`src/rtl/rta_pkg.sv`:
```
package rta_pkg;
  localparam int unsigned ADDR_W   = 5;
  localparam int unsigned DATA_W   = 16;
  localparam int unsigned REGSEL_W = 3;

  localparam logic [REGSEL_W-1:0] REG_ENH = 3'd3;
  localparam logic [REGSEL_W-1:0] REG_LEN = 3'd4;
  localparam logic [REGSEL_W-1:0] REG_TRG = 3'd5;
  localparam logic [REGSEL_W-1:0] REG_SRC = 3'd6;

  localparam int unsigned ENH_BIT = 15;
  localparam int unsigned LEN_BIT = 3;
  localparam int unsigned SRC_BIT = 5;

  typedef struct packed {
    logic enh;
    logic lat_en;
    logic src_sw;
  } rta_cfg_t;
endpackage

```
`src/rtl/rta_sync.sv`:
```
module rta_sync #(
  parameter int unsigned STAGES = 2
) (
  input  logic clk_i,
  input  logic rst_ni,
  input  logic d_i,
  output logic lvl_o,
  output logic rise_o
);
  localparam int unsigned LAST = STAGES - 1;

  logic [STAGES:0] sh_q;

  always_ff @(posedge clk_i or negedge rst_ni) begin
    if (!rst_ni) sh_q <= '0;
    else         sh_q <= {sh_q[STAGES-1:0], d_i};
  end

  assign lvl_o  = sh_q[LAST];
  assign rise_o = sh_q[LAST] & ~sh_q[STAGES];

  // a synchronized level rise must come from the previous stage
  p_sync_chain_r7: assert property (@(posedge clk_i) disable iff (!rst_ni)
    $rose(lvl_o) |-> $past(sh_q[LAST-1]));
endmodule

```
`src/rtl/rta_cfg.sv`:
```
module rta_cfg
  import rta_pkg::*;
#(
  parameter int unsigned AW = ADDR_W,
  parameter int unsigned DW = DATA_W,
  parameter int unsigned RW = REGSEL_W
) (
  input  logic          clk_i,
  input  logic          rst_ni,
  input  logic          wr_en_i,
  input  logic [RW-1:0] wr_addr_i,
  input  logic [DW-1:0] wr_data_i,
  output rta_cfg_t      cfg_o,
  output logic [AW:0]   shadow_o,
  output logic          trg_o,
  output logic [AW:0]   trg_val_o
);
  localparam logic [AW:0] RST_VAL = {{AW{1'b0}}, 1'b1};

  rta_cfg_t    cfg_q;
  logic [AW:0] shadow_q;
  logic        wr_enh, wr_len, wr_src, wr_trg;

  assign wr_enh = wr_en_i && (wr_addr_i == REG_ENH);
  assign wr_len = wr_en_i && (wr_addr_i == REG_LEN);
  assign wr_src = wr_en_i && (wr_addr_i == REG_SRC);
  assign wr_trg = wr_en_i && (wr_addr_i == REG_TRG);

  always_ff @(posedge clk_i or negedge rst_ni) begin
    if (!rst_ni) begin
      cfg_q    <= '0;
      shadow_q <= RST_VAL;
    end else begin
      if (wr_enh) cfg_q.enh    <= wr_data_i[ENH_BIT];
      if (wr_len) cfg_q.lat_en <= wr_data_i[LEN_BIT];
      if (wr_src) cfg_q.src_sw <= wr_data_i[SRC_BIT];
      if (wr_trg) shadow_q     <= wr_data_i[AW:0];
    end
  end

  assign cfg_o     = cfg_q;
  assign shadow_o  = shadow_q;
  assign trg_o     = wr_trg && cfg_q.enh && cfg_q.lat_en;
  assign trg_val_o = wr_data_i[AW:0];

  p_src_wr_r2: assert property (@(posedge clk_i) disable iff (!rst_ni)
    wr_src |=> cfg_o.src_sw == $past(wr_data_i[SRC_BIT]));
  p_trg_armed_r8: assert property (@(posedge clk_i) disable iff (!rst_ni)
    trg_o |-> (cfg_o.enh && cfg_o.lat_en));
endmodule

```
`src/rtl/rta_capture.sv`:
```
module rta_capture #(
  parameter int unsigned AW = 5
) (
  input  logic        clk_i,
  input  logic        rst_ni,
  input  logic        src_sw_i,
  input  logic [AW:0] shadow_i,
  input  logic [AW:0] pins_i,
  input  logic        lvl_i,
  input  logic        rise_i,
  input  logic        trg_i,
  input  logic [AW:0] trg_val_i,
  output logic [AW:0] held_o
);
  localparam logic [AW:0] RST_VAL = {{AW{1'b0}}, 1'b1};

  logic [AW:0] src, held_q, held_d;

  assign src = src_sw_i ? shadow_i : pins_i;

  always_comb begin
    held_d = held_q;
    if (!lvl_i || rise_i) held_d = src;
    else if (trg_i)       held_d = src_sw_i ? trg_val_i : pins_i;
  end

  always_ff @(posedge clk_i or negedge rst_ni) begin
    if (!rst_ni) held_q <= RST_VAL;
    else         held_q <= held_d;
  end

  assign held_o = held_q;

  p_transparent_r6: assert property (@(posedge clk_i) disable iff (!rst_ni)
    !lvl_i |=> held_o == $past(src));
  p_edge_capture_r7: assert property (@(posedge clk_i) disable iff (!rst_ni)
    rise_i |=> held_o == $past(src));
  p_hold_r10: assert property (@(posedge clk_i) disable iff (!rst_ni)
    (lvl_i && !rise_i && !trg_i) |=> $stable(held_o));
endmodule

```
`src/rtl/rta_latch_unit.sv`:
```
module rta_latch_unit
  import rta_pkg::*;
(
  input  logic                clk_i,
  input  logic                rst_ni,
  input  logic                wr_en_i,
  input  logic [REGSEL_W-1:0] wr_addr_i,
  input  logic [DATA_W-1:0]   wr_data_i,
  input  logic [ADDR_W-1:0]   pin_addr_i,
  input  logic                pin_par_i,
  input  logic                latch_ctl_i,
  input  logic [ADDR_W-1:0]   cmd_addr_i,
  output logic [ADDR_W-1:0]   term_addr_o,
  output logic                term_par_o,
  output logic                par_ok_o,
  output logic                cmd_hit_o
);
  localparam logic [ADDR_W-1:0] BCAST = {ADDR_W{1'b1}};

  rta_cfg_t          cfg;
  logic [ADDR_W:0]   shadow, trg_val, held;
  logic              trg, lvl, rise;

  rta_sync #(.STAGES(2)) i_sync (
    .clk_i (clk_i), .rst_ni(rst_ni), .d_i(latch_ctl_i),
    .lvl_o (lvl),   .rise_o(rise)
  );

  rta_cfg i_cfg (
    .clk_i    (clk_i),     .rst_ni  (rst_ni),
    .wr_en_i  (wr_en_i),   .wr_addr_i(wr_addr_i), .wr_data_i(wr_data_i),
    .cfg_o    (cfg),       .shadow_o(shadow),
    .trg_o    (trg),       .trg_val_o(trg_val)
  );

  rta_capture #(.AW(ADDR_W)) i_cap (
    .clk_i    (clk_i),      .rst_ni  (rst_ni),
    .src_sw_i (cfg.src_sw), .shadow_i(shadow),
    .pins_i   ({pin_addr_i, pin_par_i}),
    .lvl_i    (lvl),        .rise_i  (rise),
    .trg_i    (trg),        .trg_val_i(trg_val),
    .held_o   (held)
  );

  assign term_addr_o = held[ADDR_W:1];
  assign term_par_o  = held[0];
  assign par_ok_o    = ^held;
  assign cmd_hit_o   = (cmd_addr_i == BCAST) || (par_ok_o && (cmd_addr_i == term_addr_o));

  p_bcast_r5: assert property (@(posedge clk_i) disable iff (!rst_ni)
    (cmd_addr_i == BCAST) |-> cmd_hit_o);
  p_bad_par_r4: assert property (@(posedge clk_i) disable iff (!rst_ni)
    (!par_ok_o && cmd_addr_i != BCAST) |-> !cmd_hit_o);
endmodule

```
`config.mk`:
```
export PLATFORM = sky130hd
export DESIGN_NAME = rta_latch_unit
export DESIGN_NICKNAME = d
export VERILOG_FILES = /design/src/rtl/rta_pkg.sv /design/src/rtl/rta_sync.sv /design/src/rtl/rta_cfg.sv /design/src/rtl/rta_capture.sv /design/src/rtl/rta_latch_unit.sv
export SDC_FILE = /design/constraint.sdc
export NUM_CORES = 1
export LEC_CHECK = 0
export CORE_MARGIN = 5
export CORE_UTILIZATION = 25
export DETAILED_ROUTE_END_ITERATION = 10
export SLEW_MARGIN = 15
export SYNTH_ARGS = -nofsm -noshare
export SYNTH_HDL_FRONTEND = slang
export SYNTH_HIERARCHICAL = 1
export SYNTH_SLANG_ARGS = --single-unit
```
`constraint.sdc`:
```
create_clock -name clk_i -period 1.65 [get_ports clk_i]
set_input_delay 0.495 -clock clk_i [delete_from_list [all_inputs] [get_ports clk_i]]
set_output_delay 0.495 -clock clk_i [all_outputs]
set_load 0.05 [all_outputs]
```
# == After elaboration in Yosys (flattened, before gate mapping) ==
# Index checks and enable logic that the tools add are counted.
# op_classes
eq_ne,6
n_mux,4
n_bitwise,2
reduce_logical,12
# ops
operator,count
2-to-1 mux 6 bit,4
"== test 3 bit, second input constant",3
logical AND 1 bit,7
XOR reduction 6 bit,1
== test 5 bit,1
"== test 5 bit, second input constant",1
"== test 3 x 2 -> 1 bit, second input constant",1
logical OR 1 bit,2
nonzero test 2 bit,1
bitwise AND 1 bit,1
logical NOT 1 bit,1
NOT 1 bit,1
# word_totals
reg_bits,18
inputBits,34
output_inout_bits,8
elab_cells,30

# == Logic depth before layout (Yosys ltp) ==
# Gate-level depths: netlist of run 1.
# depth
ltp_word,6
mapped_depth,4
ltp_nobuf,4

# == Hierarchy ==
# The synthesis of run 1 kept the hierarchy.
# modules_own_cells
mod,n_inst,cells_per_inst,area_each_um2,seq_area_each_um2
rta_cfg,1,31,444.2,226.5
rta_capture,1,40,387.9,151.4
rta_latch_unit,1,14,126.4,0.0
rta_sync,1,4,88.8,75.1

# == Worst setup path after synthesis of run 1 ==
# OpenSTA, ideal clock, no wires.
# synth_timing
path_type,reg-to-output
startpoint,"register i_cap.held_q[0], in the netlist i_cap/held_o[0]"
endpoint,output port cmd_hit_o
t_arrival_ns,2.000
required_ns,1.155
path_slack_ns,-0.845
path_stages_with_launch,5
path_buffers,0
path_cell_list,dfstp_2 > xnor2_1 > xnor3_2 > nand4_1 > o21ai_1
# synth_via
elab_chain_len,3
# synth_rtl
element,line_no,source
"start, declared",rta_capture.sv:17,"logic [AW:0] src, held_q, held_d;"
"start signal, assigned",rta_capture.sv:29,else held_q <= held_d;
XOR reduction 6 bit,rta_latch_unit.sv:47,assign par_ok_o = ^held;
named net par_ok_o,rta_latch_unit.sv:15,"output logic par_ok_o,"
logical AND 1 bit,rta_latch_unit.sv:48,assign cmd_hit_o = (cmd_addr_i == BCAST) || (par_ok_o && (cmd_addr_i == term_addr_o));
logical OR 1 bit,rta_latch_unit.sv:48,
"end, declared",rta_latch_unit.sv:16,output logic cmd_hit_o
# The timed path passes the listed nets, and every way through them passes these cells.

# == Final worst setup path of run 1 ==
# layout_timing
startpoint,"register i_cap.held_q[5], in the netlist i_cap/held_o[5]"
endpoint,output port cmd_hit_o
# layout_via
elab_chain_len,3
word_cells_on_any_way,4
classes_between,1 x eq/ne; 3 x reduce/logical
# layout_rtl
element,line_no
== test 5 bit or XOR reduction 6 bit (tied branches),"rta_latch_unit.sv:48, rta_latch_unit.sv:47"
logical AND 1 bit (*),rta_latch_unit.sv:48
logical OR 1 bit (*),rta_latch_unit.sv:48
# Mark *: on every way between the ends. The rest lies on a longest branch, timed or not.

==> metrics.md, run 1 <==
| Metric | Value |
|---|---|
| Clk root buf | `clkbuf_8` |
| Die Ht | `74.7 microns` |
| Max-Cap Viols | `0` |
| R2R depth | `4` |
| Starting Density | `26.0%` |
| Worst Setup SP | `i_cap/held_o[5]$_DFFE_PN0P_` |
| Synth area leader | `dfrtp_1` |
| Worst setup SP type | `register` |
| H-tree Lvls | `1` |
| Post-synth top area share | `38.2%` |
| Period minus WS final | `2.13 ns` |
| Min-Delay Path Class | `register to register` |
| CP endpoint | `cmd_hit_o` |
| Flops & latches, synth | `18` |
| Core area | `4030 sq um` |
| Register area share after synthesis | `43.2%` |
| Pin count of the biggest net entering global routing | `20` |
| Reg2reg start | `i_sync/sh_q[1]$_DFF_PN0_` |
| Number of DRC markers in iteration 0 | `26` |
| Die W | `74.7 microns` |
| DRC | `0` |
| Highest ir drop seen on vdd | `0.000665 V` |
| Post-synthesis instance total | `89` |
| Max clock buf depth | `2` |
| Clock Skew | `0.00370 ns` |
| Vias per Instance | `4.49` |
| Failing checks | `setup timing` |
| GRT overflow | `0` |
| Pwr Density | `1230 nW/um^2` |
| Inserted Diodes | `0` |
| First-pass GRT wire length | `3.81 mm` |
| Hpwl dp | `1.98 mm` |
| Crit path kind | `register to output pin` |
| Cells after DPL | `176` |
| Met1 Usage GRT | `11.6%` |
| Gr usage total | `9.00%` |
| Final Hold Vio Count | `0` |
| Gpl congestion | `0.768` |
| Skew-Pair Late Insertion Delay | `0.25 ns` |
| Via count | `809` |
| Unrepaired setup endpoints after global routing | `yes` |
| Placement Setup Slack | `-0.595 ns` |
| Post-CTS Hold Buffers | `0` |
| Worst-Margin Slew | `0.521 ns` |
| Busiest grt layer | `met2` |
| Setup Viol. Count Final | `2` |
| IO Pins | `42` |
| Layout fillers | `388` |
| Final wirelength | `2.45 mm` |
| M3 GR Usage | `1.20%` |
| Post-Synthesis Cell Area | `1050 sq um` |
| Status | `finished with violations` |
| Layout area overhead | `55.4%` |
| Fin util | `40.4%` |
| Final Power | `2000 uW` |
| Cts bufs inserted | `3` |
| Slew Viols, Final | `0` |
| Max Fclk | `470 MHz` |
| IO Port Bufs | `32` |
| # rows | `23` |
| Routed Antenna Nets | `0` |
| Post-route clock period utilization | `129%` |
| Relative slew slack | `65.3%` |
| Avg Inst Size Synth | `11.8 sq um` |
| GR Layer Usage met2 | `14.9%` |
| Flop-to-flop setup slack | `0.31 ns` |
| Vias in the first global route | `855` |
| Initial antenna violation count | `0` |
| Share of cells above drive strength 1 | `36.9%` |
| Ys Warns | `6` |
| Crit Path Max Fanout | `2` |
| Non-Filler Instances | `180` |
| Reg clk slew, reported paths | `0.07 ns` |
| P_leak | `0.000676 uW` |
| Die area | `5580 sq um` |
| Initial DRT Pass Iterations | `4` |
| Top area cells in the synthesized netlist | `dfrtp_1 38%, mux2_2 8.6%, buf_4 5.0%` |
| Syn Nets | `123` |
| CTS tree | `done` |
| Clock sinks | `18` |
| Worst Path Arrival | `1.63 ns` |
| Post-route setup slack | `-0.477 ns` |
| Final nets | `165` |
| R2r endpoint | `i_cap/held_o[4]$_DFFE_PN0P_` |
| Crit end category | `output pin` |
| Synth unique cells | `27` |
| Worst EP required | `1.15 ns` |
| WL/cell | `13.6 microns` |
## synth_stat cells, drive strengths merged
cell,number
o22ai,6
buf,7
nor3,2
nor2,1
nand4b,3
xor2,3
a21oi,6
o21ai,1
dfstp,2
nor2b,1
and4bb,1
mux2,9
xnor2,5
nand3,2
xnor3,1
nand4,1
dfrtp,16
or2b,4
nand2b,9
and2b,1
o2bb2ai,6
nand2,2
## state kept, by name (all words and copies together) (netlist names)
| signal | cells |
|---|---|
| i_cap/held_o | 6 |
| i_cfg/cfg_o | 3 |
| i_cfg/shadow_o | 6 |
| i_sync/sh_q | 3 |
## cell usage in the layout (no fill, tap or decap), types with 2 or more instances in the layout
cell type	n
nand2_1	2
mux2_2	8
or2b_1	4
dlygate4sd2_1	3
xnor2_1	3
dfstp_2	2
o22ai_1	6
clkdlybuf4s50_1	21
nand2b_1	8
dfrtp_2	4
xnor2_2	2
clkbuf_8	4
a21oi_1	5
o2bb2ai_1	6
buf_4	12
buf_12	8
dfrtp_1	12
xor2_1	3
nand3_1	2
nand4b_1	2
## where the power goes
part / internal (uW) / switching (uW)
logic: 577 / 463
clock network: 212 / 140
registers: 535 / 77.3
## worst min path at each step
stage,depth (start not counted),end,from,slack (ns)
floorplan,0,i_cap/held_o[1]$_DFFE_PN0P_,rst_ni,0.20
global route,0,i_sync/sh_q[1]$_DFF_PN0_,i_sync/sh_q[0]$_DFF_PN0_,0.37
CTS,0,i_sync/sh_q[1]$_DFF_PN0_,i_sync/sh_q[0]$_DFF_PN0_,0.35
global placement,0,i_sync/sh_q[1]$_DFF_PN0_,i_sync/sh_q[0]$_DFF_PN0_,0.33
finish,0,i_sync/sh_q[1]$_DFF_PN0_,i_sync/sh_q[0]$_DFF_PN0_,0.35
detailed placement,0,i_sync/sh_q[1]$_DFF_PN0_,i_sync/sh_q[0]$_DFF_PN0_,0.34
## cell families (layout without fill, tap and decap cells)
| logic type | count (synthesis) | count (layout) | share of synthesized area (%) |
|---|---|---|---|
| AND/OR/NAND/NOR | 27 | 27 | 19.7 |
| AO/OA/AOI/OAI | 19 | 19 | 12.3 |
| XOR/XNOR | 9 | 9 | 9.68 |
| flip-flops | 18 | 18 | 43.2 |
| multiplexers | 9 | 9 | 10.0 |
| buffers and inverters | 7 | 48 | 5.02 |
## critical path: stages, from the launching register on
cell and delay (ns):
dfrtp_2 0.43, xnor2_2 0.14, xnor3_2 0.43, nand4_1 0.15, o21ai_4 0.08, buf_12 0.15
## metrics by stage
stage          hold slack (ns)  TNS, ns  cell area, sq um
6_report                 0.352   -0.866              1630
5_1_grt                  0.368   -0.935              1630
4_1_cts                  0.353   -0.907              1620
2_1_floorplan            0.199   -0.605              1060
3_5_place_dp             0.338    -2.45              1560
3_3_place_gp             0.333    -1.81              1560
## routing by layer
| layer | part of all wire [%] | vias up |
|---|---|---|
| met5 | 0 | - |
| met4 | 1.4 | 0 |
| met3 | 7.5 | 2 |
| met2 | 46 | 30 |
| met1 | 45 | 375 |
| li1 | - | 402 |
## timing repair
item | 4_1_cts | 5_1_grt
setup endpoints to repair | 2 | 3
gates resized for setup | 3 | 2
hold endpoints to repair | 0 | 0
buffers inserted | 0 | 0
cloned | 0 | 0
pin swaps | 2 | 0
## cell type report
class / instances / area (sq um) / area share, %
timing repair buffer: 44 / 487 / 29.9
clock buffer: 4 / 55.1 / 3.38
sequential: 18 / 458 / 28.1
tap: 50 / 62.6 / 3.84
multi-input combinational: 64 / 566 / 34.7
(Power assumes the default switching activity.)
==> inputs of run 2 (changes only) <==
--- a/config.mk
+++ b/config.mk
@@ -6,8 +6,9 @@
 export NUM_CORES = 1
 export LEC_CHECK = 0
 export CORE_MARGIN = 5
-export CORE_UTILIZATION = 25
+export CORE_UTILIZATION = 38
 export DETAILED_ROUTE_END_ITERATION = 10
+export PLACE_DENSITY = 0.75
 export SLEW_MARGIN = 15
 export SYNTH_ARGS = -nofsm -noshare
 export SYNTH_HDL_FRONTEND = slang
==> run 2 against run 1 <==
Effect of this change:
- the flow still finishes with violations (setup timing)
- sequential share of layout area up 0.31 points
- fmax down 3.6%
- wire length decreased by 9.1%
- cell count is 9.4% lower
- via count up 1.5%
- clock power decreased by 23%
- total power down 2.9%
- setup slack worse by 0.079 ns
- combinational power is essentially flat
- die area fell by 30%
- sequential power down 0.7%
==> metrics.md, run 2 (synthesized netlist as in run 1, its figures left out) <==
| Metric | Value |
|---|---|
| Worst EP required | `1.15 ns (about the same)` |
| R2r endpoint | `i_cap/held_o[3]$_DFFE_PN0P_` |
| Starting Density | `39.0% (+13 points)` |
| Max clock buf depth | `2 (unchanged)` |
| Routed wl met2 | `1.19 mm (+4.2%)` |
| Gpl congestion | `0.828 (+7.9%)` |
| Crit end category | `output pin` |
| Relative slew slack | `65.6% (+0.27 points)` |
| Clock sinks | `18 (unchanged)` |
| Vias per Instance | `5.04 (+12%)` |
| Core area | `2690 sq um (-33%)` |
| Layout area overhead | `53.8%` |
| Initial DRT Pass Iterations | `4 (unchanged)` |
| P_leak | `0.000678 uW (+0.27%)` |
| Worst-Margin Slew | `0.517 ns (-0.00399 ns)` |
| Wl on met1 | `859 microns (-22%)` |
| IO Port Bufs | `32 (unchanged)` |
| Via count | `821 (+1.5%)` |
| Hpwl dp | `1.83 mm (-7.6%)` |
| Routed wl met3 | `145 microns (-21%)` |
| Inserted Diodes | `0 (unchanged)` |
| First-pass GRT wire length | `3.94 mm (+3.4%)` |
| Pwr Density | `1210 nW/um^2 (-1.9%)` |
| R2R depth | `3 (-1)` |
| Number of DRC markers in iteration 0 | `16 (-38%)` |
| Slew Viols, Final | `0 (unchanged)` |
| FF+latch area | `458 sq um (unchanged)` |
| Die area | `3910 sq um (-30%)` |
| CTS tree | `done` |
| GRT overflow | `0 (unchanged)` |
| Crit Path Max Fanout | `2 (unchanged)` |
| WL/cell | `13.7 microns (+0.38%)` |
| Final Hold Vio Count | `0 (unchanged)` |
| Vias in the first global route | `920 (+7.6%)` |
| Crit path buffers/inverters | `2 (+1)` |
| Post-route setup slack | `-0.556 ns (-0.0791 ns)` |
| Clk root buf | `clkbuf_4` |
| Cells along the critical path | `clkdlybuf4s50_1 > xor2_1 > nor3_1 > nand4_1 > o21ai_4 > buf_12` |
| Worst Setup SP | `cmd_addr_i[4]` |
| DRC | `0 (unchanged)` |
| Most common cell after layout, fill and taps aside | `clkdlybuf4s50_1` |
| Fin util | `59.9% (+20 points)` |
| Crit path kind | `input pin to output pin` |
| # rows | `19 (-17%)` |
| Flop-to-flop setup slack | `0.35 ns (+0.04 ns)` |
| Reg clk slew, reported paths | `0.10 ns (+0.03 ns)` |
| Max layer used | `met4` |
| Skew-Pair Late Insertion Delay | `0.29 ns (+0.04 ns)` |
| Critical Path Max Stage Delay | `0.45 ns (+0.02 ns)` |
| WHS | `0.370 ns (+0.0179 ns)` |
| Period minus WS final | `2.21 ns (+0.0791 ns)` |
| Final nets | `167 (+1.2%)` |
| Failing checks | `setup timing` |
| Gr usage total | `12.1% (+3.1 points)` |
| H-tree Lvls | `1 (unchanged)` |
| Reg2reg start | `i_cfg/cfg_o[0]$_DFFE_PN0P_` |
| Routed Antenna Nets | `0 (unchanged)` |
| Layout fillers | `244 (-37%)` |
| Highest ir drop seen on vdd | `0.00141 V (+110%)` |
| Clock Skew | `0.00227 ns (-0.00143 ns)` |
| Commonest non-fill, non-tap cells in the layout | `23 x clkdlybuf4s50_1, 12 x dfrtp_1, 12 x buf_4` |
| Share of cells above drive strength 1 | `37.9% (+0.96 points)` |
| Unrepaired setup endpoints after global routing | `yes` |
| Final wirelength | `2.23 mm (-9.1%)` |
| Area of the multi-input gates | `566 sq um (unchanged)` |
| Setup Viol. Count Final | `2 (unchanged)` |
| Min-Delay Path Class | `register to register` |
| Die Ht | `62.5 microns (-16%)` |
| Max Fclk | `453 MHz (-3.6%)` |
| IO Pins | `42 (unchanged)` |
| Max-Cap Viols | `0 (unchanged)` |
| Critical Path Stages | `6 (+1)` |
| Post-route clock period utilization | `134% (+4.8 points)` |
| Die W | `62.5 microns (-16%)` |
| Initial antenna violation count | `0 (unchanged)` |
| Status | `finished with violations` |
| Pin count of the biggest net entering global routing | `20 (unchanged)` |
| Worst setup SP type | `input pin` |
| Post-CTS Hold Buffers | `0 (unchanged)` |
| Max stage delay cell, worst path | `clkdlybuf4s50_1` |
| Cts bufs inserted | `3 (unchanged)` |
| Worst Path Arrival | `1.71 ns (+0.08 ns)` |
| Top Family by Delay on Critical Path | `buffers and inverters` |
| CP endpoint | `cmd_hit_o` |
==> run 2: cell types whose count changed in the layout (fill, tap and decap cells not counted) <==
| cell | previous run | this run |
|---|---|---|
| clkbuf_4 | 0 | 3 |
| clkdlybuf4s50_1 | 21 | 23 |
| clkbuf_8 | 4 | 1 |
| dlygate4sd2_1 | 3 | 1 |
| buf_6 | 0 | 2 |
==> run 2: timing repair <==
item / CTS / global route
cloned: 0 / 0
endpoints found under the setup margin: 3 / 5
setup buffers: 0 / 2
gates resized for setup: 2 / 3
pin swaps: 3 / 0
==> run 2: stage by stage <==
| stage | power (uW) | instance area [sq um] | instances | worst slack (ns) | TNS (ns) |
|---|---|---|---|---|---|
| 2_1_floorplan | 1140 | 1060 | 89 | -0.483 | -0.605 |
| 3_3_place_gp | 1650 | 1550 | 158 | -0.528 | -2.22 |
| 3_5_place_dp | 1670 | 1550 | 158 | -0.592 | -2.74 |
| 4_1_cts | 1950 | 1590 | 162 | -0.565 | -1.04 |
| 5_1_grt | 2060 | 1610 | 163 | -0.609 | -1.13 |
| 6_report | 1950 | 1610 | 163 | -0.556 | -0.999 |
==> run 2: area by class of cell <==
cell class	count	share of cell area, %
tap	31	2.41
multi-input combinational	64	35.1
clock buffer	4	2.25
sequential	18	28.4
timing repair buffer	46	31.8
==> run 2: report_power, final <==
group          switching (uW)  internal, uW
logic                     469           598
registers                74.4           534
clock network             136           135
total                     679          1270
==> run 2: worst min path at each step <==
| stage | from | end | slack, ns | depth (start not counted) |
|---|---|---|---|---|
| 6_report | i_sync/sh_q[0]$_DFF_PN0_ | i_sync/sh_q[1]$_DFF_PN0_ | 0.37 | 0 |
| 3_3_place_gp | i_sync/sh_q[0]$_DFF_PN0_ | i_sync/sh_q[1]$_DFF_PN0_ | 0.34 | 0 |
| 2_1_floorplan | rst_ni | i_cap/held_o[1]$_DFFE_PN0P_ | 0.20 | 0 |
| 5_1_grt | i_sync/sh_q[0]$_DFF_PN0_ | i_sync/sh_q[1]$_DFF_PN0_ | 0.38 | 0 |
| 3_5_place_dp | i_sync/sh_q[0]$_DFF_PN0_ | i_sync/sh_q[1]$_DFF_PN0_ | 0.35 | 0 |
| 4_1_cts | i_sync/sh_q[0]$_DFF_PN0_ | i_sync/sh_q[1]$_DFF_PN0_ | 0.38 | 0 |
==> run 2: worst reg2reg max path, cell delays in order (launching register included) <==
cell	delay [ns]
dfrtp_1	0.68
or2b_1	0.27
a21oi_1	0.16
o2bb2ai_1	0.08
==> run 2: per-layer routing <==
layer / track usage (%) / up-vias
li1: - / 406
met5: 0 / -
met3: 3.24 / 4
met4: 4.77 / 0
met2: 21.2 / 29
met1: 13.8 / 382
